--- config.mk ---
export PLATFORM = sky130hd
export DESIGN_NAME = gpio_dualwell_ctrl
export DESIGN_NICKNAME = d
export VERILOG_FILES = /design/src/rtl/gpio_dw_pkg.sv /design/src/rtl/gpio_dw_decode.sv /design/src/rtl/gpio_dw_sync.sv /design/src/rtl/gpio_dw_bank.sv /design/src/rtl/gpio_dualwell_ctrl.sv
export SDC_FILE = /design/constraint.sdc
export NUM_CORES = 1
export LEC_CHECK = 0
export ABC_AREA = 1
export BUFFER_PORTS_ARGS = -buffer_cell sky130_fd_sc_hd__buf_2
export CAP_MARGIN = 0
export CORE_MARGIN = 10
export CORE_UTILIZATION = 49
export CTS_CLUSTER_SIZE = 25
export DETAILED_ROUTE_END_ITERATION = 12
export PLACE_DENSITY_LB_ADDON = 0.05
export SYNTH_ARGS = -nofsm -noshare
export SYNTH_HDL_FRONTEND = slang
export SYNTH_SLANG_ARGS = --single-unit
export TNS_END_PERCENT = 10
--- constraint.sdc ---
create_clock -name clk -period 1.5 [get_ports clk]
set_clock_uncertainty 0.2 [all_clocks]
set_input_delay 0.075 -clock clk [delete_from_list [all_inputs] [get_ports clk]]
set_output_delay 0.075 -clock clk [all_outputs]
set_load 0.01 [all_outputs]
--- src/rtl/gpio_dw_pkg.sv ---
package gpio_dw_pkg;
    typedef enum logic [1:0] {
        GRP_EN   = 2'd0,
        GRP_DIR  = 2'd1,
        GRP_LVL  = 2'd2,
        GRP_NONE = 2'd3
    } grp_e;

    localparam int BANK_MAX_PINS  = 32;
    localparam int BANK_MAX_BYTES = BANK_MAX_PINS / 8;
endpackage

--- src/rtl/gpio_dw_decode.sv ---
module gpio_dw_decode
    import gpio_dw_pkg::*;
#(
    parameter int ADDR_W     = 8,
    parameter int CORE_BYTES = 2,
    parameter int RES_BYTES  = 1
) (
    input  logic [ADDR_W-1:0] addr,
    output logic              hit,
    output logic              bank_res,
    output grp_e              grp,
    output logic [1:0]        byte_sel
);
    localparam logic [2:0] CB = 3'(CORE_BYTES);
    localparam logic [2:0] RB = 3'(RES_BYTES);

    logic       upper_clear;
    logic [2:0] byte_lim;

    always_comb begin
        bank_res    = addr[5];
        byte_sel    = addr[1:0];
        grp         = grp_e'(addr[3:2]);
        upper_clear = (addr[ADDR_W-1:6] == '0) && !addr[4];
        byte_lim    = bank_res ? RB : CB;
        hit         = upper_clear && (grp != GRP_NONE) && ({1'b0, byte_sel} < byte_lim);
    end
endmodule

--- src/rtl/gpio_dw_sync.sv ---
module gpio_dw_sync #(
    parameter int W = 14
) (
    input  logic         clk,
    input  logic         rst_n,
    input  logic [W-1:0] din,
    output logic [W-1:0] dout
);
    logic [W-1:0] stage1_q;
    logic [W-1:0] stage2_q;

    always_ff @(posedge clk) begin
        if (!rst_n) begin
            stage1_q <= '0;
            stage2_q <= '0;
        end else begin
            stage1_q <= din;
            stage2_q <= stage1_q;
        end
    end

    assign dout = stage2_q;

    // Edges since reset, saturating at two, so the check never looks past reset.
    logic [1:0] age_q;
    always_ff @(posedge clk) begin
        if (!rst_n)
            age_q <= 2'd0;
        else if (age_q != 2'd2)
            age_q <= age_q + 2'd1;
    end

    // the output is the input as sampled two edges earlier
    p_sync_two_stage_r8: assert property (@(posedge clk) disable iff (!rst_n)
        (age_q == 2'd2) |-> (dout == $past(din, 2)));
endmodule

--- src/rtl/gpio_dw_bank.sv ---
module gpio_dw_bank
    import gpio_dw_pkg::*;
#(
    parameter int          N      = 8,
    parameter logic [31:0] EN_RST = 32'h0
) (
    input  logic         clk,
    input  logic         rst_n,
    input  logic         wr_en,
    input  grp_e         grp,
    input  logic [1:0]   byte_sel,
    input  logic [7:0]   wdata,
    output logic [7:0]   rdata,
    input  logic [N-1:0] sync_in,
    output logic [N-1:0] oe,
    output logic [N-1:0] dout
);
    logic [N-1:0] en_q;
    logic [N-1:0] dir_q;
    logic [N-1:0] lat_q;

    always_ff @(posedge clk) begin
        if (!rst_n) begin
            en_q  <= EN_RST[N-1:0];
            dir_q <= '1;
            lat_q <= '0;
        end else if (wr_en) begin
            for (int i = 0; i < N; i++) begin
                if (byte_sel == 2'(i / 8)) begin
                    unique case (grp)
                        GRP_EN:  en_q[i]  <= wdata[i % 8];
                        GRP_DIR: dir_q[i] <= wdata[i % 8];
                        GRP_LVL: if (!dir_q[i]) lat_q[i] <= wdata[i % 8];
                        default: ;
                    endcase
                end
            end
        end
    end

    assign oe   = en_q & ~dir_q;
    assign dout = lat_q;

    logic [BANK_MAX_PINS-1:0] en_pad;
    logic [BANK_MAX_PINS-1:0] dir_pad;
    logic [BANK_MAX_PINS-1:0] lvl_pad;

    always_comb begin
        en_pad  = '0;
        dir_pad = '0;
        lvl_pad = '0;
        en_pad[N-1:0]  = en_q;
        dir_pad[N-1:0] = dir_q;
        lvl_pad[N-1:0] = en_q & ((dir_q & sync_in) | (~dir_q & lat_q));
        unique case (grp)
            GRP_EN:  rdata = en_pad[{byte_sel, 3'b000} +: 8];
            GRP_DIR: rdata = dir_pad[{byte_sel, 3'b000} +: 8];
            GRP_LVL: rdata = lvl_pad[{byte_sel, 3'b000} +: 8];
            default: rdata = 8'h00;
        endcase
    end

    // a level write never alters a latch whose pin was an input at that edge
    p_lvl_discard_r5: assert property (@(posedge clk) disable iff (!rst_n)
        (wr_en && grp == GRP_LVL) |=> (((lat_q ^ $past(lat_q)) & $past(dir_q)) == '0));

    // enable bits only move on an enable-group write
    p_en_hold_r1: assert property (@(posedge clk) disable iff (!rst_n)
        !(wr_en && grp == GRP_EN) |=> $stable(en_q));

    // direction bits only move on a direction-group write
    p_dir_hold_r4: assert property (@(posedge clk) disable iff (!rst_n)
        !(wr_en && grp == GRP_DIR) |=> $stable(dir_q));
endmodule

--- src/rtl/gpio_dualwell_ctrl.sv ---
module gpio_dualwell_ctrl
    import gpio_dw_pkg::*;
#(
    parameter int          NUM_PINS     = 14,
    parameter int          RESUME_SPLIT = 10,
    parameter logic [31:0] CORE_EN_RST  = 32'h0000_007F,
    parameter logic [31:0] RES_EN_RST   = 32'h0000_0007
) (
    input  logic                clk,
    input  logic                rst_n,
    input  logic [7:0]          bus_addr,
    input  logic                bus_wr,
    input  logic [7:0]          bus_wdata,
    output logic [7:0]          bus_rdata,
    input  logic [NUM_PINS-1:0] pin_in,
    output logic [NUM_PINS-1:0] pin_oe,
    output logic [NUM_PINS-1:0] pin_out
);
    localparam int CORE_PINS  = RESUME_SPLIT;
    localparam int RES_PINS   = NUM_PINS - RESUME_SPLIT;
    localparam int CORE_BYTES = (CORE_PINS + 7) / 8;
    localparam int RES_BYTES  = (RES_PINS + 7) / 8;

    logic       hit;
    logic       bank_res;
    grp_e       grp;
    logic [1:0] byte_sel;

    gpio_dw_decode #(
        .ADDR_W     (8),
        .CORE_BYTES (CORE_BYTES),
        .RES_BYTES  (RES_BYTES)
    ) u_decode (
        .addr     (bus_addr),
        .hit      (hit),
        .bank_res (bank_res),
        .grp      (grp),
        .byte_sel (byte_sel)
    );

    logic [NUM_PINS-1:0] pin_sync;

    gpio_dw_sync #(.W(NUM_PINS)) u_sync (
        .clk   (clk),
        .rst_n (rst_n),
        .din   (pin_in),
        .dout  (pin_sync)
    );

    logic [7:0] core_rd;
    logic [7:0] res_rd;
    logic       core_wr;
    logic       res_wr;

    assign core_wr = bus_wr && hit && !bank_res;
    assign res_wr  = bus_wr && hit && bank_res;

    gpio_dw_bank #(.N(CORE_PINS), .EN_RST(CORE_EN_RST)) u_core (
        .clk      (clk),
        .rst_n    (rst_n),
        .wr_en    (core_wr),
        .grp      (grp),
        .byte_sel (byte_sel),
        .wdata    (bus_wdata),
        .rdata    (core_rd),
        .sync_in  (pin_sync[CORE_PINS-1:0]),
        .oe       (pin_oe[CORE_PINS-1:0]),
        .dout     (pin_out[CORE_PINS-1:0])
    );

    gpio_dw_bank #(.N(RES_PINS), .EN_RST(RES_EN_RST)) u_res (
        .clk      (clk),
        .rst_n    (rst_n),
        .wr_en    (res_wr),
        .grp      (grp),
        .byte_sel (byte_sel),
        .wdata    (bus_wdata),
        .rdata    (res_rd),
        .sync_in  (pin_sync[NUM_PINS-1:CORE_PINS]),
        .oe       (pin_oe[NUM_PINS-1:CORE_PINS]),
        .dout     (pin_out[NUM_PINS-1:CORE_PINS])
    );

    always_comb begin
        if (!hit)
            bus_rdata = 8'h00;
        else if (bank_res)
            bus_rdata = res_rd;
        else
            bus_rdata = core_rd;
    end

    // a write to an unmapped address leaves every pin output untouched
    p_unmapped_write_r10: assert property (@(posedge clk) disable iff (!rst_n)
        (bus_wr && !hit) |=> ($stable(pin_oe) && $stable(pin_out)));
endmodule

== Yosys cells after proc, flatten, opt, wreduce, memory -nomap -nowiden ==
Cells that the tools add are included.

* Register bits: 70
* Input port bits: 33
* Word-level logic and storage cells: 95

* Order comparisons: 1
* Eq/ne operators: 4
* Shifts and indexed selects: 6
* Multiplexer cells: 5
* Bitwise operators: 26
* Reductions and logical operators: 31

{| class="wikitable"
|+ Operators by type and width
! operator !! number
|-
| indexed part select 32 x 6 -> 8 bit || 6
|-
| AND reduction 4 bit || 14
|-
| one-hot mux 8 bit (3 select lines) || 2
|-
| bitwise AND 10 bit || 4
|-
| AND reduction 3 bit || 6
|-
| bitwise AND 4 bit || 4
|-
| two-way mux 8 bit || 2
|-
| NOT 1 bit || 14
|-
| NOT 10 bit || 1
|-
| bitwise OR 10 bit || 1
|-
| logical AND 1 bit || 6
|-
| logical NOT 2 bit || 3
|-
| == test 2 x 1 -> 1 bit, second input constant || 2
|-
| NOT 4 bit || 1
|-
| bitwise OR 4 bit || 1
|-
| < comparator 2 x 3 -> 1 bit || 1
|-
| == test 2 bit, second input constant || 1
|-
| logical NOT 1 bit || 2
|-
| two-way mux 2 bit || 1
|-
| inequality test 2 bit, second input constant || 1
|}

== Longest topological paths before layout ==
* Depth after elaboration: 8
* Depth in mapped cells: 11

== Modules after synthesis ==
Synthesis repeated with hierarchy kept, for this count alone.

* Cell total of the unflattened synthesis: 538
* Area, all modules: 3638.5 um^2

{| class="wikitable"
|+ By module, submodules not included
! module !! times used !! cells each !! area each (um^2) !! seq. area each (um^2)
|-
| gpio_dw_bank at u_core || 1 || 252 || 1672.9 || 600.6
|-
| gpio_dw_bank at u_res || 1 || 139 || 875.8 || 240.2
|-
| gpio_dw_sync || 1 || 87 || 804.5 || 560.5
|-
| gpio_dualwell_ctrl || 1 || 47 || 201.4 || 0.0
|-
| gpio_dw_decode || 1 || 13 || 83.8 || 0.0
|}

== Least setup slack after synthesis ==
Ideal clock, no wire load.

* Path kind: in2reg
* Start point: input bus_addr[2]
* End point: register u_core.en_q[6]
* Library setup time: 0.064 ns
* Data arrival time: 1.212 ns
* Data required time: 1.236 ns
* Setup slack: 0.025 ns
* Stages on the path: 9
* Path through: ha_1 > nor2_1 > nand4_1 > nor2_8 > nand2_4 > nor2_8 > buf_6 > nand3_1 > nand3_1

* Longest elaborated chain between the ends: 6
* Elaborated cells between the ends (all ways): 7
* Those cells by class: eq/ne: 1; reduce/logical: 6

{| class="wikitable"
|+ Ends and longest elaborated chain
! what !! RTL line !! RTL
|-
| start: declaration || gpio_dualwell_ctrl.sv:11 || <nowiki>input logic [7:0] bus_addr,</nowiki>
|-
| inequality test 2 bit || gpio_dw_decode.sv:26 || <nowiki>hit = upper_clear && (grp != GRP_NONE) && ({1'b0, byte_sel} < byte_lim);</nowiki>
|-
| logical AND 1 bit (2 in series) || gpio_dw_decode.sv:26 ||
|-
| logical AND 1 bit (2 in series) || gpio_dualwell_ctrl.sv:55 || <nowiki>assign core_wr = bus_wr && hit && !bank_res;</nowiki>
|-
| AND reduction 3 bit (no line) * || - ||
|-
| end signal: assignment || gpio_dw_bank.sv:24 || <nowiki>en_q <= EN_RST[N-1:0];</nowiki>
|-
| end signal: indexed assignment || gpio_dw_bank.sv:31 || <nowiki>GRP_EN: en_q[i] <= wdata[i % 8];</nowiki>
|-
| end: declaration || gpio_dw_bank.sv:18 || <nowiki>logic [N-1:0] en_q;</nowiki>
|}

Mark *: on every way between the ends. The rest lies on a longest branch, timed or not.
A chain may end at the register's enable or synchronous reset.

== Final worst setup path ==
* Start point: register u_core.dir_q[0]
* End point: output bus_rdata[0]

* Longest elaborated chain between the ends: 8
* Elaborated cells between the ends (all ways): 10
* Those cells by class: shift: 2; mux: 3; bitwise: 5

{| class="wikitable"
|+ Ends and longest elaborated chain
! what !! RTL line !! RTL
|-
| start: declaration || gpio_dw_bank.sv:19 || <nowiki>logic [N-1:0] dir_q;</nowiki>
|-
| start signal: indexed assignment || gpio_dw_bank.sv:32 || <nowiki>GRP_DIR: dir_q[i] <= wdata[i % 8];</nowiki>
|-
| NOT 10 bit || gpio_dw_bank.sv:54 || <nowiki>lvl_pad[N-1:0] = en_q & ((dir_q & sync_in) | (~dir_q & lat_q));</nowiki>
|-
| bitwise AND 10 bit || gpio_dw_bank.sv:54 ||
|-
| bitwise OR 10 bit || gpio_dw_bank.sv:54 ||
|-
| bitwise AND 10 bit || gpio_dw_bank.sv:54 ||
|-
| indexed part select 32 x 6 -> 8 bit || gpio_dw_bank.sv:58 || <nowiki>GRP_LVL: rdata = lvl_pad[{byte_sel, 3'b000} +: 8];</nowiki>
|-
| one-hot mux 8 bit (3 select lines) * || gpio_dw_bank.sv:55 || <nowiki>unique case (grp)</nowiki>
|-
| two-way mux 8 bit * || gpio_dualwell_ctrl.sv:87 || <nowiki>else if (bank_res)</nowiki>
|-
| two-way mux 8 bit * || gpio_dualwell_ctrl.sv:85 || <nowiki>if (!hit)</nowiki>
|-
| end: declaration || gpio_dualwell_ctrl.sv:14 || <nowiki>output logic [7:0] bus_rdata,</nowiki>
|}

Marked as above.

==> run_results.csv <==
group,metric,value,unit
routing,ant_nets,0,
yosys,synthCells,515,
routing,finalWirelength,10.5,mm
timing,max_freq,0.592,GHz
setup_path,cpMaxStageDelayCell,"dfxtp_4",
timing,min_period,1.69,ns
global_routing,use_met1,24.1,%
timing,final.setup.tns,-0.609,ns
cts,cts_tree,"built",
setup_path,cpLargestDelayFamily,"simple AND/OR/NAND/NOR gates",
timing,slew_headroom,79.0,%
cts,cts.sinks,70,
place,port-buffer-count,68,
setup_path,cp.required,1.22,ns
global_routing,grt_pass1_vias,3607,
global_routing,met3_usage,5.32,%
setup_path,cp-start-kind,"register",
power_and_ir_drop,power_leakage,2.84,nW
min_path,worstHoldPathCells,3,
cts,clock_latency,0.36,ns
routing,routedWlPerCell,14.1,um
setup_path,cpMostUsedCell,"nand2_1",
setup_path,path_cells,"inv_2 > nand2_2 > nand3_2 > nand2_1 > nand2_1 > nand2_1 > nand2_2 > nand3_2 > nand2_1 > inv_1 > buf_6",
timing,period_share,113,%
yosys,yosys_warnings,0,
power_and_ir_drop,pwr-share-seq,48.0,%
cts,clk_pin_slew_worst_paths,0.08,ns
yosys,netlist_area,0.00340,mm2
cts,htreeDepth,3,
power_and_ir_drop,p_switching,1.05,mW
global_routing,grt_overflow,0,
yosys,synth_nets,553,
global_routing,grt_usage,20.3,%
die,fp.dieW,103,um
cts,cts_root_buf,"clkbuf_8",
die,rows,30,
outcome,violations,"hold timing, setup timing",
setup_path,crit_buf_inv,3,
cells_and_area,nNetsFinal,700,
global_routing,use_met2,34.1,%
routing,vias,3664,
min_path,min_path_type,"in2reg",
place,place_ws,-0.263,ns
routing,dr.pass1.iters,4,
yosys,ys_ff_latch,70,
timing,hold_violations,16,
yosys,syn_avg_cell_area,6.61,um2
setup_path,critPathMaxFanout,4,
setup_path,slowest_delay,0.36,ns
setup_path,reg2reg_depth,3,
power_and_ir_drop,pwr-share-comb,12.8,%
routing,vias_per_cell,4.90,
timing,worstMarginPinSlew,0.314,ns
timing,finalSetupViolCount,8,
timing,fin_ws,-0.189,ns
yosys,ys_types,23,
routing,drt_iter0_drc,159,
place,place_inst,682,
yosys,ys_seq_area_share,41.2,%
yosys,yosysTopAreaCell,"dfxtp_1",
global_routing,grt_antenna_before_repair,0,
power_and_ir_drop,clkPwrFrac,39.2,%
setup_path,cp.arrival,1.41,ns
cells_and_area,antenna_cells,0,
die,start_util,50.4,%
timing,whs,-0.0156,ns
power_and_ir_drop,peakVddDrop,678,uV
cts,cts_buffers,9,
cts,cts_buffer_depth,2,
routing,detail_route.drc_violations,0,
power_and_ir_drop,powerDensity,797,mW/mm2
timing,slew_violations,0,
yosys,synth_top_area_share,41.2,%
cells_and_area,syn_to_final_growth,45.6,%
power_and_ir_drop,power.share.switching,26.6,%
job,cap_violations,0,
cells_and_area,final_cells,747,
global_routing,grt_max_degree,71,
global_routing,grt_pass1_wl,16.9,mm
die,die_height,103,um
global_routing,grt.busiest_layer,"met2",
cells_and_area,layout-drive-gt1-share,29.8,%
setup_path,cp.depth,11,
setup_path,critPathKind,"reg2out",
die,die_area,0.0107,mm2
die,core-area,0.00676,mm2
yosys,yosys-top-cells-area,"dfxtp_1 (41%), nand2_1 (15%), inv_1 (10%)",
place,gp_congestion,0.905,
power_and_ir_drop,internal-power,2.90,mW
setup_path,endpoint_kind,"output port",
die,pin_count,69,
place,dp_hpwl,6.77,mm
outcome,outcome,"complete, but fails checks",
timing,rsz0062_at_grt,"true",
-- synthesized netlist by cell type --
library cell,n
o21ai_4,1
nand2_1,138
a21oi_1,8
ha_1,5
clkbuf_1,10
inv_6,1
buf_6,2
inv_1,92
nor2_4,1
a32oi_1,4
buf_4,1
buf_2,7
nand3_1,59
nand4_2,1
nor2_1,73
nand2_4,1
inv_2,2
nor2_2,1
o211ai_1,6
nand4_1,16
dfxtp_1,70
o21ai_0,14
nor2_8,2
-- power groups by stage --
stage / sequential, mW / combinational, mW / clock (mW)
6_report: 1.90 / 0.505 / 1.55
5_1_grt: 1.90 / 0.555 / 1.64
4_1_cts: 1.90 / 0.478 / 1.57
3_5_place_dp: 1.95 / 0.364 / 0
3_3_place_gp: 1.95 / 0.363 / 0
2_1_floorplan: 1.94 / 0.205 / 0
-- placed cells by master, fill, tap and decap left out, drive strengths merged --
master,synthesis,routed
nand2,139,139
clkinvlp,0,1
a32oi,4,4
nor2,77,77
clkinv,0,4
nand4,17,17
a21oi,8,8
o211ai,6,6
ha,5,5
buf,10,109
bufbuf,0,1
clkbuf,10,9
bufinv,0,1
dlygate4sd3,0,46
o21ai,15,15
nand3,59,59
dfxtp,70,70
inv,95,96
-- through the flow --
step	area (um2)	hold slack, ns	power, mW	util [%]
2_1_floorplan	3400	-0.0274	2.15	-
3_3_place_gp	4060	0.0548	2.31	60.1
3_5_place_dp	4060	0.0584	2.31	60.1
4_1_cts	4840	-0.0297	3.95	71.6
5_1_grt	4950	0.00237	4.10	73.3
6_report	4950	-0.0156	3.95	73.3
-- final cells by class --
type                            count  area [um2]
Fill cell                         561        1800
Clock inverter                      7        73.8
Clock buffer                        9         124
Multi-Input combinational cell    330        1650
Timing Repair Buffer              156        1200
Inverter                           95         362
Sequential cell                    70        1440
Tap cell                           80         100
-- timing repair --
| item | in CTS | in global routing |
|---|---|---|
| pin swaps | 5 | 23 |
| endpoints found under the hold margin | 69 | 0 |
| hold buffers | 46 | 0 |
| gates cloned | 1 | 0 |
| buffers inserted | 1 | 1 |
| gates resized for setup | 45 | 43 |
| endpoints found under the setup margin | 8 | 8 |
-- registers in the layout, indices dropped and copies added (netlist names) --
register,cells
u_sync.dout,14
u_sync.stage1_q,14
u_core.dir_q,10
u_core.dout,10
u_core.en_q,10
u_res.dir_q,4
u_res.dout,4
u_res.en_q,4
-- tightest hold or removal path: cells and delay by family --
kind          cells  cell delay (ns)
simple gates      1             0.11
buf+inv           2             0.32
-- layer usage --
layer	wire length (um)	part of all wire, %	vias up
li1	-	-	1886
met3	745	7.1	12
met2	5170	49	94
met1	4470	43	1672
met5	0	0	-
met4	121	1.2	0
-- worst paths after layout --
| check | startpoint | to | slack, ns |
|---|---|---|---|
| worst max-delay path | u_core.dir_q[0] | bus_rdata[0] | -0.19 |
| worst min register to register | u_sync.stage1_q[1] | u_sync.dout[1] | 0.25 |
| worst min-delay path | rst_n | u_core.dir_q[8] | -0.02 |
| worst max register to register | u_sync.stage1_q[12] | u_sync.dout[12] | 0.22 |
-- cells by family after synthesis --
family	Yosys count	synth area share, %
AND/OR/NAND/NOR	292	37.3
AO/OA/AOI/OAI	33	6.07
flip-flops	70	41.2
buffers and inverters	115	13.6
adder cells (fa/ha/maj)	5	1.84
(Power assumes the default switching activity.)
